**config.mk**
```make
export PLATFORM = sky130hd
export DESIGN_NAME = page_mapper
export DESIGN_NICKNAME = d
export VERILOG_FILES = /design/src/rtl/page_mapper_pkg.sv /design/src/rtl/page_mapper_port_seq.sv /design/src/rtl/page_mapper_page_file.sv /design/src/rtl/page_mapper_xlate.sv /design/src/rtl/page_mapper.sv
export SDC_FILE = /design/constraint.sdc
export NUM_CORES = 1
export LEC_CHECK = 0
export BUFFER_PORTS_ARGS = -buffer_cell sky130_fd_sc_hd__buf_2
export CAP_MARGIN = 20
export CELL_PAD_IN_SITES_DETAIL_PLACEMENT = 1
export CELL_PAD_IN_SITES_GLOBAL_PLACEMENT = 2
export CORE_MARGIN = 1
export CORE_UTILIZATION = 36
export DETAILED_ROUTE_END_ITERATION = 8
export PLACE_DENSITY = 0.95
export SYNTH_ARGS = -nofsm -noshare
export SYNTH_HDL_FRONTEND = slang
export SYNTH_SLANG_ARGS = --single-unit
export TNS_END_PERCENT = 30
```
**constraint.sdc**
```tcl
create_clock -name clk -period 3.6 [get_ports clk]
set_input_delay 0.9 -clock clk [delete_from_list [all_inputs] [get_ports clk]]
set_output_delay 0.9 -clock clk [all_outputs]
set_load 0.005 [all_outputs]
```
**src/rtl/page_mapper_pkg.sv**
```systemverilog
package page_mapper_pkg;

    typedef enum logic [1:0] {
        ST_CMD       = 2'd0,
        ST_CMD_HOLD  = 2'd1,
        ST_PAGE      = 2'd2,
        ST_PAGE_HOLD = 2'd3
    } port_state_e;

endpackage

```
**src/rtl/page_mapper_port_seq.sv**
```systemverilog
module page_mapper_port_seq
    import page_mapper_pkg::*;
#(
    parameter int ADDR_W = 16,
    parameter int DATA_W = 8,
    parameter logic [ADDR_W-1:0] CFG_PORT = 16'h3CFF
) (
    input  logic              clk,
    input  logic              rst_n,
    input  logic [ADDR_W-1:0] cpu_addr,
    input  logic              io_wr,
    input  logic [DATA_W-1:0] io_wdata,
    input  logic              mem_cyc,
    output logic [DATA_W-1:0] held_q,
    output logic              cmd_commit,
    output logic              page_commit
);
    localparam int LOAD_BIT = DATA_W - 2;

    port_state_e state_q, state_d;
    logic        wr_hit;
    logic        accept;

    assign wr_hit = io_wr && (cpu_addr == CFG_PORT);
    assign accept = wr_hit && ((state_q == ST_CMD) || (state_q == ST_PAGE));

    always_ff @(posedge clk) begin
        if (!rst_n) state_q <= ST_CMD;
        else        state_q <= state_d;
    end

    always_ff @(posedge clk) begin
        if (!rst_n)      held_q <= '0;
        else if (accept) held_q <= io_wdata;
    end

    always_comb begin
        state_d = state_q;
        unique case (state_q)
            ST_CMD:       if (wr_hit) state_d = ST_CMD_HOLD;
            ST_CMD_HOLD:  if (!mem_cyc) state_d = held_q[LOAD_BIT] ? ST_PAGE : ST_CMD;
            ST_PAGE:      if (wr_hit) state_d = ST_PAGE_HOLD;
            ST_PAGE_HOLD: if (!mem_cyc) state_d = ST_CMD;
            default:      state_d = ST_CMD;
        endcase
    end

    always_comb begin
        cmd_commit  = 1'b0;
        page_commit = 1'b0;
        unique case (state_q)
            ST_CMD_HOLD:  cmd_commit  = !mem_cyc;
            ST_PAGE_HOLD: page_commit = !mem_cyc;
            default: ;
        endcase
    end

endmodule

```
**src/rtl/page_mapper_page_file.sv**
```systemverilog
module page_mapper_page_file #(
    parameter int WIN_BITS = 2,
    parameter int PAGE_W   = 8
) (
    input  logic                           clk,
    input  logic                           rst_n,
    input  logic                           cmd_commit,
    input  logic                           page_commit,
    input  logic [PAGE_W-1:0]              held,
    output logic                           enh_q,
    output logic [WIN_BITS-1:0]            sel_q,
    output logic [(1<<WIN_BITS)*PAGE_W-1:0] pages_flat
);
    localparam int NUM_WIN = 1 << WIN_BITS;
    localparam int EN_BIT  = PAGE_W - 1;

    always_ff @(posedge clk) begin
        if (!rst_n) begin
            enh_q <= 1'b0;
            sel_q <= '0;
        end else if (cmd_commit) begin
            enh_q <= held[EN_BIT];
            sel_q <= held[WIN_BITS-1:0];
        end
    end

    for (genvar w = 0; w < NUM_WIN; w++) begin : g_win
        logic [PAGE_W-1:0] page_q;
        always_ff @(posedge clk) begin
            if (!rst_n)
                page_q <= PAGE_W'(w);
            else if (page_commit && (sel_q == WIN_BITS'(w)))
                page_q <= held;
        end
        assign pages_flat[w*PAGE_W +: PAGE_W] = page_q;
    end

endmodule

```
**src/rtl/page_mapper_xlate.sv**
```systemverilog
module page_mapper_xlate #(
    parameter int ADDR_W     = 16,
    parameter int WIN_BITS   = 2,
    parameter int PAGE_W     = 8,
    parameter int PHYS_PAGES = 256
) (
    input  logic [ADDR_W-1:0]               cpu_addr,
    input  logic                            mem_cyc,
    input  logic                            enh,
    input  logic [(1<<WIN_BITS)*PAGE_W-1:0] pages_flat,
    output logic [PAGE_W+ADDR_W-WIN_BITS-1:0] phys_addr,
    output logic                            page_valid
);
    localparam int OFF_W = ADDR_W - WIN_BITS;

    logic [WIN_BITS-1:0] win;
    logic [PAGE_W-1:0]   page_sel;
    logic                in_range;

    assign win      = cpu_addr[ADDR_W-1 -: WIN_BITS];
    assign page_sel = enh ? pages_flat[win*PAGE_W +: PAGE_W] : PAGE_W'(win);
    assign phys_addr = {page_sel, cpu_addr[OFF_W-1:0]};

    if (PHYS_PAGES >= (1 << PAGE_W)) begin : g_full
        assign in_range = 1'b1;
    end else begin : g_part
        assign in_range = ({1'b0, page_sel} < (PAGE_W+1)'(PHYS_PAGES));
    end

    assign page_valid = mem_cyc && in_range;

endmodule

```
**src/rtl/page_mapper.sv**
```systemverilog
module page_mapper #(
    parameter int ADDR_W     = 16,
    parameter int WIN_BITS   = 2,
    parameter int PAGE_W     = 8,
    parameter int PHYS_PAGES = 256,
    parameter logic [ADDR_W-1:0] CFG_PORT = 16'h3CFF
) (
    input  logic                              clk,
    input  logic                              rst_n,
    input  logic [ADDR_W-1:0]                 cpu_addr,
    input  logic                              mem_cyc,
    input  logic                              io_wr,
    input  logic                              io_rd,
    input  logic [PAGE_W-1:0]                 io_wdata,
    output logic [PAGE_W-1:0]                 io_rdata,
    output logic [PAGE_W+ADDR_W-WIN_BITS-1:0] phys_addr,
    output logic                              page_valid
);
    localparam int NUM_WIN = 1 << WIN_BITS;

    logic [PAGE_W-1:0]          held_q;
    logic                       cmd_commit;
    logic                       page_commit;
    logic                       enh_q;
    logic [WIN_BITS-1:0]        sel_q;
    logic [NUM_WIN*PAGE_W-1:0]  pages_flat;
    logic                       rd_hit;

    page_mapper_port_seq #(
        .ADDR_W(ADDR_W), .DATA_W(PAGE_W), .CFG_PORT(CFG_PORT)
    ) u_seq (
        .clk(clk), .rst_n(rst_n), .cpu_addr(cpu_addr), .io_wr(io_wr),
        .io_wdata(io_wdata), .mem_cyc(mem_cyc), .held_q(held_q),
        .cmd_commit(cmd_commit), .page_commit(page_commit)
    );

    page_mapper_page_file #(
        .WIN_BITS(WIN_BITS), .PAGE_W(PAGE_W)
    ) u_pages (
        .clk(clk), .rst_n(rst_n), .cmd_commit(cmd_commit),
        .page_commit(page_commit), .held(held_q), .enh_q(enh_q),
        .sel_q(sel_q), .pages_flat(pages_flat)
    );

    page_mapper_xlate #(
        .ADDR_W(ADDR_W), .WIN_BITS(WIN_BITS), .PAGE_W(PAGE_W),
        .PHYS_PAGES(PHYS_PAGES)
    ) u_xlate (
        .cpu_addr(cpu_addr), .mem_cyc(mem_cyc), .enh(enh_q),
        .pages_flat(pages_flat), .phys_addr(phys_addr),
        .page_valid(page_valid)
    );

    assign rd_hit   = io_rd && (cpu_addr == CFG_PORT);
    assign io_rdata = rd_hit ? pages_flat[sel_q*PAGE_W +: PAGE_W] : '0;

endmodule

```
# Word level (Yosys, flattened, before mapping)
# Index checks and enable logic that the tools add are counted.
totals:
  register_bits: 45
  input_bits: 29
op_classes:
  n_eq_ne: 11
  shifts: 2
  n_mux: 10
  n_reduce_logical: 12
op_table:
  columns: ["cell", "count"]
  rows:
  - ["$shiftx 32x6->8", 2]
  - ["$eq 16x14->1 const B", 1]
  - ["$mux 8", 2]
  - ["$mux 2", 5]
  - ["$eq 2x2->1 const B", 4]
  - ["$pmux 2 s4", 1]
  - ["$logic_and 1x1->1", 7]
  - ["$eq 2x1->1 const B", 2]
  - ["$logic_not 2->1", 2]
  - ["$ne 2x1->1 const B", 2]
  - ["$ne 2x2->1 const B", 2]
  - ["$reduce_and 4->1", 1]
  - ["$mux 1", 2]
  - ["$logic_not 1->1", 1]
  - ["$logic_or 1x1->1", 1]

# Longest topological paths before layout
logic_depth:
  depth_word: 4
  ltp_mapped: 5
  mapped_depth_nobuf: 4

# By module
# A second synthesis with hierarchy kept.
hier_totals:
  hier_cells: 245
  area_unflattened_um2: 2433.6
modules_own_cells:
  columns: ["module", "instances", "cells_per_inst", "area_each_um2", "seq_area_each_um2"]
  rows:
  - ["page_mapper_page_file", 1, 127, 1311.3, 700.7]
  - ["page_mapper_port_seq", 1, 54, 454.2, 200.2]
  - ["page_mapper_xlate", 1, 38, 371.6, 0.0]
  - ["page_mapper", 1, 26, 296.5, 0.0]

# Worst setup path after synthesis
# OpenSTA, ideal clock, no wires.
synth_timing:
  path_kind: "input -> output"
  from: "input port cpu_addr[15]"
  to: "output port phys_addr[18]"
  arrival_time_ps: 1789
  required_ps: 2700
  slack_ps: 911
  stages: 3
  path_buffers: 1
  cell_sequence: "buf_2 -> mux4_2 -> and2_1"
synth_between:
  elab_chain_len: 2
synth_lines:
  columns: ["element", "line_no", "text"]
  rows:
  - ["start: declaration", "page_mapper.sv:10", "input logic [ADDR_W-1:0] cpu_addr,"]
  - ["$shiftx 32x6->8", "page_mapper_xlate.sv:21", "assign page_sel = enh ? pages_flat[win*PAGE_W +: PAGE_W] : PAGE_W'(win);"]
  - ["$mux 8", "page_mapper_xlate.sv:21", null]
  - ["end: declaration", "page_mapper.sv:16", "output logic [PAGE_W+ADDR_W-WIN_BITS-1:0] phys_addr,"]
# Every way passes these cells.

# Worst setup path in the final report
layout_timing:
  from: "input port cpu_addr[14]"
  to: "output port io_rdata[1]"
layout_between:
  elab_chain_len: 3
layout_lines:
  columns: ["element", "line_no", "text"]
  rows:
  - ["$eq 16x14->1", "page_mapper.sv:54", "assign rd_hit = io_rd && (cpu_addr == CFG_PORT);"]
  - ["$logic_and 1x1->1", "page_mapper.sv:54", null]
  - ["$mux 8", "page_mapper.sv:55", "assign io_rdata = rd_hit ? pages_flat[sel_q*PAGE_W +: PAGE_W] : '0;"]
  - ["end: declaration", "page_mapper.sv:15", "output logic [PAGE_W-1:0] io_rdata,"]
# Every way passes these cells.

==> reports/results.tsv <==
metric	value	unit
Routed WL	5466	microns
Reg-to-Reg Start	u_pages.sel_q[1]$_SDFFE_PN0P_	
die height	84.07	microns
CP required	2.70	ns
Final Wtd Congestion	0.7611	
number of enable-type register cells in the synthesized netlist	0	
Die W	84.07	microns
synth top area cells	dfxtp_1, mux2i_1, mux4_2	
Pwr Density	313.1	nW/um^2
reg2reg path depth	3	
NumNets Final	296	
vias in the first global route	1774	
Clk Latency, worst-skew pair	0.29	ns
clock-pin slew on the worst setup and hold paths	0.08	ns
initial drt markers	92	
Pint	661.0	uW
H-tree depth	2	
power share of the combinational group	6.7	%
via count	1795	
startpoint types	input port	
Die ar.	7068	sq um
skew final	0.004524	ns
Synth Flop Type	dfxtp_1	
CTS tree	built	
dpl hpwl	3931	microns
DR WL/cell	15.84	microns
post-layout min period	3.122	ns
endpoints failing setup	0	
Post-CTS Setup Inserts	0	
Crit Path Class	in -> out	
NetSw	197.7	uW
peak supply drop	169.2	uV
Post-DRT Antenna Nets	0	
hold buffer count at cts	0	
IO buf count	59	
Pins Over Slew Limit	0	
Hold EP	u_pages.g_win[2].page_q[1]$_SDFFE_PN1P_	
Synth top area share	37.15	%
RSZ-0062 raised after global routing	no	
Final Hold Viols	0	
nature of the critical path endpoint	output port	
routed vias/inst	5.203	
Synthesized Nets	258	
Max Cap Viol	0	
FILL cells	740	
worst hold start	u_pages.g_win[2].page_q[1]$_SDFFE_PN1P_	
Clock Path Buffers	2	
Worst Max-Slew Pin Slew	0.7652	ns
area leader, netlist	dfxtp_1	
Seq/Total Area, Yosys	37.15	%
share of layout cells above drive strength 1	33.58	%
worst hold path class	reg -> reg	
Yosys reg bits	45	
Cells after Synth	229	
CTS Buf Count	5	
Std-Cell Core Area	6422	sq um
CP max FO	11	
Initial Util	37.76	%
failing checks	DRC	
root cell of the clock tree	clkbuf_8	
largest net degree at the start of global routing	54	
slew margin rel.	48.99	%
Setup TNS Final	0	ns
Syn-to-layout area delta	13.11	%
row count	29	
arrival time worst endpoint	2.22	ns
DR DRC count	18	
I/O pin count	60	
Hold Path Cell Cnt	2	
syn avg cell area	10.59	sq um
cell leakage power	0.001231	uW
Inserted Diodes	0	
total power	858.7	uW
power share of the clock group	35.4	%
Distinct cells, synth	27	
RR Endpoint	u_pages.g_win[2].page_q[6]$_SDFFE_PN0P_	
CTS resizes	0	
Switching Share	23.02	%
fmax	320.3	MHz
Final period util	86.71	%
First-pass DRT Iterations	6	
ys async rst share	0	%
gr usage total	16.37	%
grt total ovfl	0	
Sequential cell area	900.9	sq um
antenna violations before repair	0	
status	complete, but fails checks	
Syn. warnings	0	
first-pass GRT wire length	9018	microns
Clock Sinks	45	
r2r setup slk	1.59	ns
register share of total power	57.9	%
area of the multi-input gates	1341	sq um
Mapped Area	2425	sq um
-- kinds of logic (layout without fill, tap and decap cells) --
| family | count (synthesis) | after routing | share of synthesized area [%] |
|---|---|---|---|
| buffers and inverters | 31 | 70 | 7.791 |
| multiplexers | 58 | 58 | 31.27 |
| AND/OR/NAND/NOR | 84 | 84 | 20.95 |
| AO/OA/AOI/OAI | 11 | 11 | 2.838 |
| flip-flops | 45 | 45 | 37.15 |
-- stage by stage --
stage | hold WS (ns) | cells | utilization, % | setup slack [ns] | area (sq um)
CTS | 0.5120 | 345 | 42.70 | 0.4662 | 2743
finish | 0.5171 | 345 | 42.70 | 0.4784 | 2743
global route | 0.5453 | 345 | 42.70 | 0.3984 | 2743
floorplan | 0.4517 | 229 | - | 0.9113 | 2425
detailed placement | 0.4983 | 337 | 41.36 | 0.4663 | 2656
global placement | 0.4788 | 337 | 41.36 | 0.5362 | 2656
-- layout make-up --
cell class | count | area share [%]
clock buffer | 5 | 2.509
clock inverter | 3 | 0.6387
multi-input combinational | 153 | 48.91
sequential | 45 | 32.85
tap | 77 | 3.513
timing repair buffer | 62 | 11.59
-- power by group through the flow --
| stage | Sequential (uW) | Clock [uW] | Combinational, uW |
|---|---|---|---|
| 2_1_floorplan | 509 | 0 | 38.4 |
| 3_3_place_gp | 509 | 0 | 57.6 |
| 3_5_place_dp | 509 | 0 | 58.8 |
| 4_1_cts | 497 | 318 | 58.8 |
| 5_1_grt | 497 | 342 | 63.2 |
| 6_report | 497 | 304 | 57.8 |
-- layer usage --
metal	vias to the layer above	track usage [%]	share of wire, %
li1	862	-	-
met5	-	0	0
met2	58	27.20	48
met3	4	4.055	5.7
met1	871	21.43	46
met4	0	3.762	0.57
-- flip-flops by register name, summed over array words and instances, names as in the netlist, named ones only --
register              count
u_pages.enh_q             1
u_seq.state_q             1
u_pages.sel_q             2
u_pages.g_win.page_q     32
u_seq.held_q              8
-- synth_stat cells (2+ instances only) --
library cell and number:
nand2_1 29, mux2_2 2, dfxtp_1 45, nand4b_1 3
mux2i_1 42, clkbuf_1 8, and3_1 8, buf_4 15
a21boi_0 4, o21ai_0 4, and2_1 6, buf_2 7
mux4_2 14, nor2b_1 29
-- worst max-delay path, cell delays in order --
cell	delay [ns]
buf_2	0.19
nand4bb_4	0.24
nor4_4	0.41
buf_4	0.22
and3_1	0.16
buf_2	0.11
-- worst max path at each step --
stage                             from             to  slack, ns  cells after the start
after floorplan           cpu_addr[15]  phys_addr[18]       0.91                      3
after global placement    cpu_addr[14]    io_rdata[1]       0.54                      6
after detailed placement  cpu_addr[14]    io_rdata[1]       0.47                      6
after CTS                 cpu_addr[14]    io_rdata[1]       0.47                      6
after global routing      cpu_addr[14]    io_rdata[0]       0.40                      6
final                     cpu_addr[14]    io_rdata[1]       0.48                      6
-- cells in the final DEF (no fill, tap or decap), drive strengths merged, types with 2 or more instances in the layout --
cell type	instances
a21boi	5
and2	6
and3	8
buf	62
clkbuf	5
clkinv	2
dfxtp	45
mux2	2
mux2i	42
mux4	14
nand2	29
nand4	2
nand4b	3
nor2b	29
o21ai	4
Note: power is estimated with default switching activity, not from simulation.
